--- src/rtl/blog_pkg.sv ---
`timescale 1ns/1ps
// Package: shared sizes and the configuration word layout for the
// burst compare failure logger. Assumes 8-bit lanes, so the default
// data field is two lane bytes wide.
package blog_pkg;
    localparam int NLANE     = 9;
    localparam int BW        = 8;
    localparam int SELW      = 4;
    localparam int MAX_POS   = 4;
    localparam logic [SELW-1:0] ALL_LANES = 4'hF;

    // Configuration word, MSB first: default data, modes, lane selects
    typedef struct packed {
        logic [BW-1:0]   dflt_early;
        logic [BW-1:0]   dflt_late;
        logic            obs_data;
        logic            log_xor;
        logic            first_fail;
        logic [1:0]      pos_sel;
        logic [SELW-1:0] obs_lane;
        logic [SELW-1:0] cmp_lane;
    } cfg_t;

    localparam int CFG_W = $bits(cfg_t);
endpackage

--- src/rtl/bl_pos_track.sv ---
`timescale 1ns/1ps
// Module: bl_pos_track
// Tracks the burst position of each valid beat pair. A beat flagged as
// first is position 0; later beats count up, saturating one past the
// largest position. Assumes beat_first marks every burst start.
module bl_pos_track #(
    parameter int MAXPOS = 4,
    localparam int CW = $clog2(MAXPOS + 1),
    localparam int PW = $clog2(MAXPOS)
) (
    input  logic          clk,
    input  logic          rst_n,
    input  logic          beat_vld,
    input  logic          beat_first,
    input  logic          bl8,
    output logic [PW-1:0] pos,
    output logic          pos_ok
);
    logic [CW-1:0] nxt_idx;
    logic [CW-1:0] pos_full;
    logic [CW-1:0] pos_lim;

    // Holds the position index the next valid beat will take
    always_ff @(posedge clk) begin
        if (!rst_n)
            nxt_idx <= '0;
        else if (beat_vld) begin
            if (beat_first)
                nxt_idx <= CW'(1);
            else if (nxt_idx != CW'(MAXPOS))
                nxt_idx <= nxt_idx + CW'(1);
        end
    end

    // Current position and whether it lies inside the burst
    always_comb begin
        pos_full = beat_first ? '0 : nxt_idx;
        pos_lim  = bl8 ? CW'(MAXPOS) : CW'(MAXPOS / 2);
        pos_ok   = pos_full < pos_lim;
        pos      = pos_full[PW-1:0];
    end


    second_pos_chk: assert property (@(posedge clk) disable iff (!rst_n)
        (beat_vld && !beat_first && $past(beat_vld && beat_first)) |-> (pos_full == CW'(1)));
endmodule

--- src/rtl/bl_lane_cmp.sv ---
`timescale 1ns/1ps
// Module: bl_lane_cmp
// Compares one lane's early/late bytes against a reference. The
// reference is the expected data when the lane is selected, else the
// default data. Only a selected lane can flag a mismatch.
module bl_lane_cmp #(
    parameter int BW = 8
) (
    input  logic [BW-1:0]   rd_e,
    input  logic [BW-1:0]   rd_l,
    input  logic [BW-1:0]   exp_e,
    input  logic [BW-1:0]   exp_l,
    input  logic [BW-1:0]   dflt_e,
    input  logic [BW-1:0]   dflt_l,
    input  logic            sel,
    output logic [2*BW-1:0] diff,
    output logic            mism
);
    logic [BW-1:0] ref_e;
    logic [BW-1:0] ref_l;

    // Pick reference bytes and form the failing-bit word
    always_comb begin
        ref_e = sel ? exp_e : dflt_e;
        ref_l = sel ? exp_l : dflt_l;
        diff  = {rd_l ^ ref_l, rd_e ^ ref_e};
        mism  = sel && (diff != '0);
    end
endmodule

--- src/rtl/bl_log_bank.sv ---
`timescale 1ns/1ps
// Module: bl_log_bank
// Nine (NLANE) sticky log registers plus capture-done and
// failure-seen flags. The first capture freezes the logs; clear wins
// over a capture in the same cycle.
module bl_log_bank #(
    parameter int NLANE = 9,
    parameter int LOGW  = 16
) (
    input  logic                  clk,
    input  logic                  rst_n,
    input  logic                  clr,
    input  logic                  cap,
    input  logic                  seen,
    input  logic [NLANE*LOGW-1:0] cap_data,
    output logic [NLANE*LOGW-1:0] log_flat,
    output logic                  done,
    output logic                  any_fail
);
    // Sticky status flags
    always_ff @(posedge clk) begin
        if (!rst_n || clr) begin
            done     <= 1'b0;
            any_fail <= 1'b0;
        end else begin
            if (cap)
                done <= 1'b1;
            if (seen)
                any_fail <= 1'b1;
        end
    end

    for (genvar n = 0; n < NLANE; n++) begin : g_log
        // One lane log, written only by the first capture
        always_ff @(posedge clk) begin
            if (!rst_n || clr)
                log_flat[n*LOGW +: LOGW] <= '0;
            else if (cap && !done)
                log_flat[n*LOGW +: LOGW] <= cap_data[n*LOGW +: LOGW];
        end
    end


    done_hold_chk: assert property (@(posedge clk) disable iff (!rst_n)
        (done && !clr) |=> done);

    log_frozen_chk: assert property (@(posedge clk) disable iff (!rst_n)
        (done && !clr) |=> $stable(log_flat));

    clr_empty_chk: assert property (@(posedge clk) disable iff (!rst_n)
        clr |=> (!done && !any_fail && log_flat == '0));
endmodule

--- src/rtl/burst_fail_logger.sv ---
`timescale 1ns/1ps
// Module: burst_fail_logger
// Compares returned read beat pairs with expected data on nine byte
// lanes and logs them at a chosen or first failing burst position.
// Drives an observation byte with live data or status. Assumes one
// beat pair per valid cycle and 8-bit lanes.
module burst_fail_logger
    import blog_pkg::*;
#(
    parameter int LANES = NLANE,
    parameter int LW    = BW,
    localparam int LOGW = 2 * LW,
    localparam int PW   = $clog2(MAX_POS)
) (
    input  logic                  clk,
    input  logic                  rst_n,
    input  logic                  cfg_wr,
    input  logic [CFG_W-1:0]      cfg_wdata,
    input  logic                  log_clr,
    input  logic                  beat_vld,
    input  logic                  beat_first,
    input  logic                  bl8,
    input  logic [LANES*LW-1:0]   rd_early,
    input  logic [LANES*LW-1:0]   rd_late,
    input  logic [LW-1:0]         exp_early,
    input  logic [LW-1:0]         exp_late,
    output logic [LW-1:0]         obs_port,
    output logic [LANES*LOGW-1:0] log_flat,
    output logic                  log_done,
    output logic                  fail_seen
);
    cfg_t                  cfg_q;
    logic [PW-1:0]         pos;
    logic                  pos_ok;
    logic [LANES-1:0]      mism_vec;
    logic [LANES*LOGW-1:0] diff_flat;
    logic [LANES*LOGW-1:0] cap_data;
    logic                  any_mism;
    logic                  pos_hit;
    logic                  cap;
    logic                  seen;
    logic [LW-1:0]         obs_pick;
    logic [LW-1:0]         last_byte;

    // Configuration register
    always_ff @(posedge clk) begin
        if (!rst_n)
            cfg_q <= '0;
        else if (cfg_wr)
            cfg_q <= cfg_t'(cfg_wdata);
    end

    bl_pos_track #(.MAXPOS(MAX_POS)) u_pos (
        .clk        (clk),
        .rst_n      (rst_n),
        .beat_vld   (beat_vld),
        .beat_first (beat_first),
        .bl8        (bl8),
        .pos        (pos),
        .pos_ok     (pos_ok)
    );

    for (genvar n = 0; n < LANES; n++) begin : g_lane
        logic lane_sel;
        // Lane is compared when named or when all lanes are chosen
        assign lane_sel = (cfg_q.cmp_lane == ALL_LANES) || (cfg_q.cmp_lane == SELW'(n));

        bl_lane_cmp #(.BW(LW)) u_cmp (
            .rd_e   (rd_early[n*LW +: LW]),
            .rd_l   (rd_late[n*LW +: LW]),
            .exp_e  (exp_early),
            .exp_l  (exp_late),
            .dflt_e (cfg_q.dflt_early),
            .dflt_l (cfg_q.dflt_late),
            .sel    (lane_sel),
            .diff   (diff_flat[n*LOGW +: LOGW]),
            .mism   (mism_vec[n])
        );

        // Log word: failing bits or raw beat pair
        assign cap_data[n*LOGW +: LOGW] = cfg_q.log_xor ? diff_flat[n*LOGW +: LOGW]
                                                        : {rd_late[n*LW +: LW], rd_early[n*LW +: LW]};
    end

    // Capture decision for the current beat pair
    always_comb begin
        any_mism = |mism_vec;
        pos_hit  = cfg_q.first_fail || (pos == cfg_q.pos_sel);
        seen     = beat_vld && any_mism;
        cap      = seen && pos_ok && pos_hit;
    end

    bl_log_bank #(.NLANE(LANES), .LOGW(LOGW)) u_bank (
        .clk      (clk),
        .rst_n    (rst_n),
        .clr      (log_clr),
        .cap      (cap),
        .seen     (seen),
        .cap_data (cap_data),
        .log_flat (log_flat),
        .done     (log_done),
        .any_fail (fail_seen)
    );

    // Early byte of the observed lane, zero when out of range
    always_comb begin
        obs_pick = '0;
        for (int i = 0; i < LANES; i++)
            if (cfg_q.obs_lane == SELW'(i))
                obs_pick = rd_early[i*LW +: LW];
    end

    // Latch the observed byte on each valid beat
    always_ff @(posedge clk) begin
        if (!rst_n)
            last_byte <= '0;
        else if (beat_vld)
            last_byte <= obs_pick;
    end

    // Observation port: data byte or status bits
    assign obs_port = cfg_q.obs_data ? last_byte : {{(LW-2){1'b0}}, log_done, fail_seen};


    bl4_no_cap_chk: assert property (@(posedge clk) disable iff (!rst_n)
        (beat_vld && !bl8 && !cfg_q.first_fail && cfg_q.pos_sel[1] && !log_done && !log_clr)
        |=> !log_done);

    none_sel_chk: assert property (@(posedge clk) disable iff (!rst_n)
        (beat_vld && (cfg_q.cmp_lane > SELW'(LANES-1)) && (cfg_q.cmp_lane != ALL_LANES)
         && !fail_seen && !log_clr) |=> !fail_seen);
endmodule

--- config.mk ---
export PLATFORM = sky130hd
export DESIGN_NAME = burst_fail_logger
export DESIGN_NICKNAME = d
export VERILOG_FILES = /design/src/rtl/blog_pkg.sv /design/src/rtl/bl_pos_track.sv /design/src/rtl/bl_lane_cmp.sv /design/src/rtl/bl_log_bank.sv /design/src/rtl/burst_fail_logger.sv
export SDC_FILE = /design/constraint.sdc
export NUM_CORES = 1
export LEC_CHECK = 0
export ABC_AREA = 1
export BUFFER_PORTS_ARGS = -buffer_cell sky130_fd_sc_hd__buf_2
export CAP_MARGIN = 40
export CORE_ASPECT_RATIO = 0.8
export CORE_MARGIN = 5
export CORE_UTILIZATION = 55
export CTS_CLUSTER_SIZE = 10
export DETAILED_ROUTE_END_ITERATION = 10
export PLACE_DENSITY = 0.81
export SKIP_CTS_REPAIR_TIMING = 1
export SYNTH_ARGS = -nofsm -noshare
export SYNTH_HDL_FRONTEND = slang
export SYNTH_HIERARCHICAL = 1
export SYNTH_SLANG_ARGS = --single-unit
--- constraint.sdc ---
create_clock -name clk -period 9.35 [get_ports clk]
set_input_delay 1.87 -clock clk [delete_from_list [all_inputs] [get_ports clk]]
set_output_delay 1.87 -clock clk [all_outputs]
set_load 0.05 [all_outputs]
==> run metrics, run 1 <==
outcome completed; Worst R2R Setup Slack 4.42 ns; sw frac 40.52%; initial antenna violation count 11; worst slew pin tran 0.9798 ns; Post-Syn Area 15900 µm²; crit path time final 5.132 ns; combinational power share 35.1%; post-synth top area share 23.42%; FF-to-FF Start cfg_q[2]; first-pass GRT wire length 92280 µm; VDD IR max 0.1440 mV; syn_nets 2978; Detail Route Antenna Nets 0; DRC 0; Leak 10.10 nW; WP data required 9.71 ns; switching pwr 0.001017 W; Max clock buf depth 2; WL final 60830 µm; sequential share of the synthesized area 23.42%; top cells by area, synth dfxtp_1 (23%), nand2_1 (23%), nor2_1 (10%); Sink Count 186; fmax 194.9 MHz; row count 55; Root Driver clkbuf_16; post-route setup TNS 0 ns; syn_area_per_cell 5.721 µm²; RSZ-0062 raised after global routing false; CTS tree yes; HP Class flop to flop; Crit Reg-Reg Endpoint u_bank/log_flat[39]; register bit total from synthesis 186; Seq pwr share 35.2%; vias 18808; core area 28420 µm²; Clock power frac 29.7%; Fin. Hold Viols 0; CP startpoint kind input port; CP Max Fanout 80; CP startpoint exp_late[4]; Slew HR 34.59%; Power per Cell Area 137.1 nW/µm²; WS Path Type input port to flop; Pint 0.001493 W; post-route insts no fill 3451; Die Span X 200.1 µm; gr ovfl total 0; GPL Wtd Cong 0.9692; drt first pass iters 5; crit share post-route 54.89%; final core utilization 64.42%; vias in the first global route 17237; r2r worst-path depth 27; Overall Global Routing Usage 36.12%; IO Port Bufs 349; Die Ht 162.1 µm; DP Cell Count 3407; Worst Path Arrival 5.49 ns; critical path endpoint category flop; Max Slew Vio Count 0; Iteration-0 DRC Markers 2315; Setup Viol. Count Final 0; die area 32430 µm²; Area Growth Syn to Fin 15.16%; Detailed Place HPWL 44700 µm; Clock Latency Late Sink 0.46 ns; Final nets 3255; Cell variety after synth 30; Routed wire per std cell 17.63 µm; Max-Cap Viols 0; # IOs 350; Synth area leader dfxtp_1; Setup Skew 0.01680 ns; vias per cell 5.450; largest net degree at the start of global routing 86; capture point of the worst path u_bank/log_flat[39]; TritonCTS buffer count 17; Synth Warn # 6; Clock transition at path regs 0.08 ns; Starting Density 55.94%; H-tree depth 4; Post-Synthesis Cells 2779; ratio of cells with drive above 1 in the final layout 20.30%
==> critical path, stage by stage <==
cell,delay (ns)
buf_2,0.44
nand2_1,0.12
nand3_1,0.10
nand2_1,0.07
nand2_1,0.07
nor2_1,0.04
nand2_1,0.08
nor2_1,0.05
nor2_1,0.25
nor4_1,0.09
nand3_1,0.08
o21ai_0,0.07
inv_1,0.09
nand2_1,0.08
nor2_4,0.11
buf_4,0.56
buf_4,0.77
nand3_1,0.25
nand2_1,0.12
nor2_1,0.04
==> synth_stat cells, drive strengths merged <==
master and number:
nor4 1, mux2 121, ha 3, xnor2 2, nor2 433, o21ai 82
nor3 1, dfxtp 186, o31ai 1, nand4 4, buf 76, nand3 219
clkinv 1, clkbuf 44, a21oi 20, inv 415, nand3b 117, nand2 1053
==> worst min-delay path by stage <==
| stage | from | endpoint | slack [ns] | cells after the start |
|---|---|---|---|---|
| 6_report | u_bank/log_flat[59] | u_bank/log_flat[59] | 0.48 | 2 |
| 5_1_grt | u_bank/log_flat[91] | u_bank/log_flat[91] | 0.50 | 2 |
| 4_1_cts | u_bank/log_flat[39] | u_bank/log_flat[39] | 0.48 | 2 |
| 3_5_place_dp | u_bank/log_flat[39] | u_bank/log_flat[39] | 0.47 | 2 |
| 3_3_place_gp | u_bank/log_flat[116] | u_bank/log_flat[116] | 0.46 | 2 |
| 2_1_floorplan | last_byte[0] | last_byte[0] | 0.44 | 2 |
==> sequential cells by signal, summed over array words and instances (netlist names) <==
| name | flops |
|---|---|
| u_bank/any_fail | 1 |
| cfg_q | 29 |
| u_bank/done | 1 |
| u_bank/log_flat | 144 |
| u_pos/nxt_idx | 3 |
| last_byte | 8 |
==> cells in the final DEF, fill, tap and decap left out, types with 2 or more instances in the layout <==
master	instances
nand4_1	4
a21oi_1	20
nand2_1	989
xnor2_1	2
inv_2	4
diode_2	12
inv_1	401
nor2_1	425
dfxtp_1	185
buf_16	4
nor2_2	3
buf_8	7
buf_4	17
nand2_2	64
o21ai_0	75
buf_2	349
nand3_2	2
nor2_4	5
mux2_2	121
clkinv_4	6
clkbuf_16	17
clkbuf_8	2
nand3b_1	117
o21ai_1	7
ha_1	3
inv_8	14
nand3_1	216
==> per-layer routing <==
metal | GRT usage [%] | vias up | share of wire, %
li1 | - | 9027 | -
met1 | 49.47 | 8543 | 40
met2 | 54.88 | 1041 | 43
met3 | 7.694 | 191 | 13
met4 | 15.56 | 6 | 4.5
met5 | 0 | - | 0.058
==> area by class of cell <==
cell class | count | area [µm²]
Antenna cell | 12 | 30.03
Clock buffer | 19 | 452.9
Clock inverter | 13 | 132.6
Fill cell | 2746 | 10110
Inverter | 416 | 1632
Multi-Input combinational cell | 2057 | 9762
Sequential cell | 186 | 3727
Tap cell | 370 | 462.9
Timing Repair Buffer | 378 | 2110
==> cell families (layout without fill, tap and decap cells) <==
family                     after synthesis  in the layout  share of synthesized area [%]
and+or+nand+nor                       1828           1828                          49.15
buffers and inverters                  536            826                          15.26
DFF                                    186            186                          23.42
muxes                                  121            121                          8.570
AOI/OAI and AO/OA                      103            103                          3.258
adders and majority gates                3              3                         0.2361
xor gates and xnor gates                 2              2                         0.1102
other                                    0             12                              0
==> through the flow <==
stage                     hold WS (ns)  area, µm²  total power (W)  setup WS (ns)
final                           0.4790      18310         0.002510          4.218
after detailed placement        0.4656      17690         0.001762          3.848
after floorplan                 0.4419      15900         0.001506          5.529
after global placement          0.4586      17460         0.001726          3.719
after CTS                       0.4833      18280         0.002499          4.344
after global routing            0.5005      18300         0.002643          4.017
==> power groups by stage <==
stage               registers [W]  logic [W]  clock network, W
floorplan                0.000984   0.000522                 0
global placement         0.000916   0.000810                 0
detailed placement       0.000901   0.000861                 0
CTS                      0.000883   0.000865          0.000751
global route             0.000889   0.000966          0.000789
finish                   0.000885   0.000881          0.000745
No activity file was read; power rests on OpenSTA's default activity.
==> inputs of run 2 (changes only) <==
Clock period 9.35 ns to 4.96 ns, I/O delays scaled along.
==> run metrics, run 2 (synthesis results as in run 1) <==
WS Path Type flop to flop; Max-Cap Viols 0 (unchanged); CP startpoint kind flop; crit path time final 4.638 ns; most frequent CP cell nand2_1; Clock Latency Late Sink 0.47 ns (about the same); CP startpoint cfg_q[2]; vias in the first global route 17179 (-0.34%); slowest CP cell nor2_4; Fin. Hold Viols 0 (unchanged); initial antenna violation count 15 (+4); Final nets 3253 (-0.061%); r2r worst-path depth 27 (unchanged); core area 28420 µm² (unchanged); buffers and inverters on the worst path 7 (+3); final core utilization 64.47% (about the same); DP Cell Count 3403 (-0.12%); largest registers u_bank/log_flat: 144 flops, cfg_q: 29 flops, last_byte: 8 flops; first-pass GRT wire length 91940 µm (-0.37%); post-route setup TNS 0 ns (unchanged); largest net degree at the start of global routing 146 (+70%); DRC 0 (unchanged); Overall Global Routing Usage 36.06% (-0.054 points); row count 55 (unchanged); Setup Skew 0.01626 ns (-0.0005314 ns); VDD IR max 0.2707 mV (+88%); combinational power share 34.7% (-0.4 points); drt first pass iters 6 (+1); switching pwr 0.001940 W (+91%); H-tree depth 4 (unchanged); fmax 215.6 MHz; Max clock buf depth 2 (unchanged); # IOs 350 (unchanged); HP Class flop to flop; CP Max Fanout 116 (+45%); stages on the worst setup path 27 (+35%); met3 usage 9.208% (+1.5 points); Iteration-0 DRC Markers 2147 (-7.3%); Die Span X 200.1 µm (unchanged); ratio of cells with drive above 1 in the final layout 20.22% (-0.085 points); gr ovfl total 0 (unchanged); Detailed Place HPWL 44260 µm (-0.99%); vias per cell 5.467 (+0.32%); met1 usage 47.87% (-1.6 points); FF-to-FF Start cfg_q[2]; most frequent cells in the layout nand2_1 (989), nor2_1 (425), inv_1 (401); WP data required 5.36 ns (-4.35 ns); sw frac 40.56% (+0.048 points); Detail Route Antenna Nets 0 (unchanged); critical path endpoint category flop; outcome completed; Sink Count 186 (unchanged); Leak 10.09 nW (about the same); crit-path leading delay family simple AND/OR/NAND/NOR gates; TritonCTS buffer count 17 (unchanged); post-route insts no fill 3455 (+0.12%); die area 32430 µm² (unchanged); Crit Reg-Reg Endpoint u_bank/log_flat[141]; Largest Register u_bank/log_flat; Pint 0.002842 W (+90%); Top Usage Layer GRT met2; IO Port Bufs 349 (unchanged); RSZ-0062 raised after global routing false; GPL Wtd Cong 0.9591 (-1.0%); Slew HR 35.68% (+1.1 points); M2 GR Usage 55.26% (+0.38 points); Max Slew Vio Count 0 (unchanged); number of flip-flops in the largest register 144 (unchanged); Routed wire per std cell 17.64 µm (about the same); Die Ht 162.1 µm (unchanged); Worst Path Arrival 5.04 ns (-0.45 ns); Seq pwr share 35.0% (-0.2 points); Area Growth Syn to Fin 15.24% (about the same); Clock power frac 30.4% (+0.7 points); multi-input logic area 9768 µm² (about the same); vias 18890 (+0.44%); Filler cells 2743 (-0.11%); crit share post-route 93.51%; worst slew pin tran 0.9635 ns (-0.01633 ns); Max stage delay on crit path 0.43 ns (-0.34 ns); Setup Viol. Count Final 0 (unchanged); WHS 0.4773 ns (-0.001641 ns); Root Driver clkbuf_16; storage element area 3727 µm² (unchanged); CTS tree yes; Clock transition at path regs 0.08 ns (about the same); Power per Cell Area 261.0 nW/µm² (+90%); Worst R2R Setup Slack 0.32 ns (-4.10 ns); WL final 60950 µm (+0.19%); Starting Density 55.94% (unchanged); most common cell after layout, fill and taps aside nand2_1; capture point of the worst path u_bank/log_flat[141]
[run 2: cell types whose count changed in the layout (fill, tap and decap cells not counted), moves of 2 or more]
cell	delta
diode_2	+6
inv_6	+5
buf_4	-4
clkinv_4	-4
buf_12	+3
buf_8	-3
buf_6	+2
clkbuf_8	-2
[run 2: how the worst min path moves through the flow]
stage	startpoint	slack, ns	cells past startpoint	end
6_report	u_bank/log_flat[115]	0.48	2	u_bank/log_flat[115]
5_1_grt	u_bank/log_flat[76]	0.50	2	u_bank/log_flat[76]
3_5_place_dp	u_bank/log_flat[65]	0.46	2	u_bank/log_flat[65]
3_3_place_gp	u_bank/log_flat[58]	0.46	2	u_bank/log_flat[58]
2_1_floorplan	last_byte[0]	0.44	2	last_byte[0]
4_1_cts	last_byte[2]	0.48	2	last_byte[2]
[run 2: worst register-to-register path, delay by kind of cell, from the launching register on]
| kind | cells | cell delay, ns |
|---|---|---|
| buffers and inverters | 7 | 1.44 |
| DFF | 1 | 0.37 |
| AOI/OAI and AO/OA | 2 | 0.26 |
| and+or+nand+nor | 18 | 2.54 |
[run 2: final cells by class]
type | count | area share (%)
antenna | 18 | 0.2458
clock buffer | 18 | 2.342
clock inverter | 14 | 0.9219
inverter | 416 | 8.905
multi-input combinational | 2058 | 53.31
sequential | 186 | 20.34
tap | 370 | 2.527
timing repair buffer | 375 | 11.40
[run 2: power groups by stage]
stage	Sequential (W)	Combinational (W)	Clock, W
6_report	0.00167	0.00166	0.00145
5_1_grt	0.00168	0.00182	0.00153
2_1_floorplan	0.00185	0.000984	0
4_1_cts	0.00167	0.00162	0.00147
3_5_place_dp	0.00171	0.00160	0
3_3_place_gp	0.00173	0.00153	0
[run 2: metrics by stage]
stage / instance area [µm²] / setup WS [ns] / power (W)
2_1_floorplan: 15900 / 1.894 / 0.002839
5_1_grt: 18300 / 0.06927 / 0.005030
4_1_cts: 18260 / 0.3738 / 0.004755
3_3_place_gp: 17500 / 0.6268 / 0.003252
3_5_place_dp: 17660 / 0.3920 / 0.003311
6_report: 18320 / 0.3217 / 0.004782
[run 2: metal layers]
layer	share of wire (%)	wire length (µm)
met1	40	24190
met2	43	25960
met3	13	7846
met4	4.8	2915
met5	0.057	35
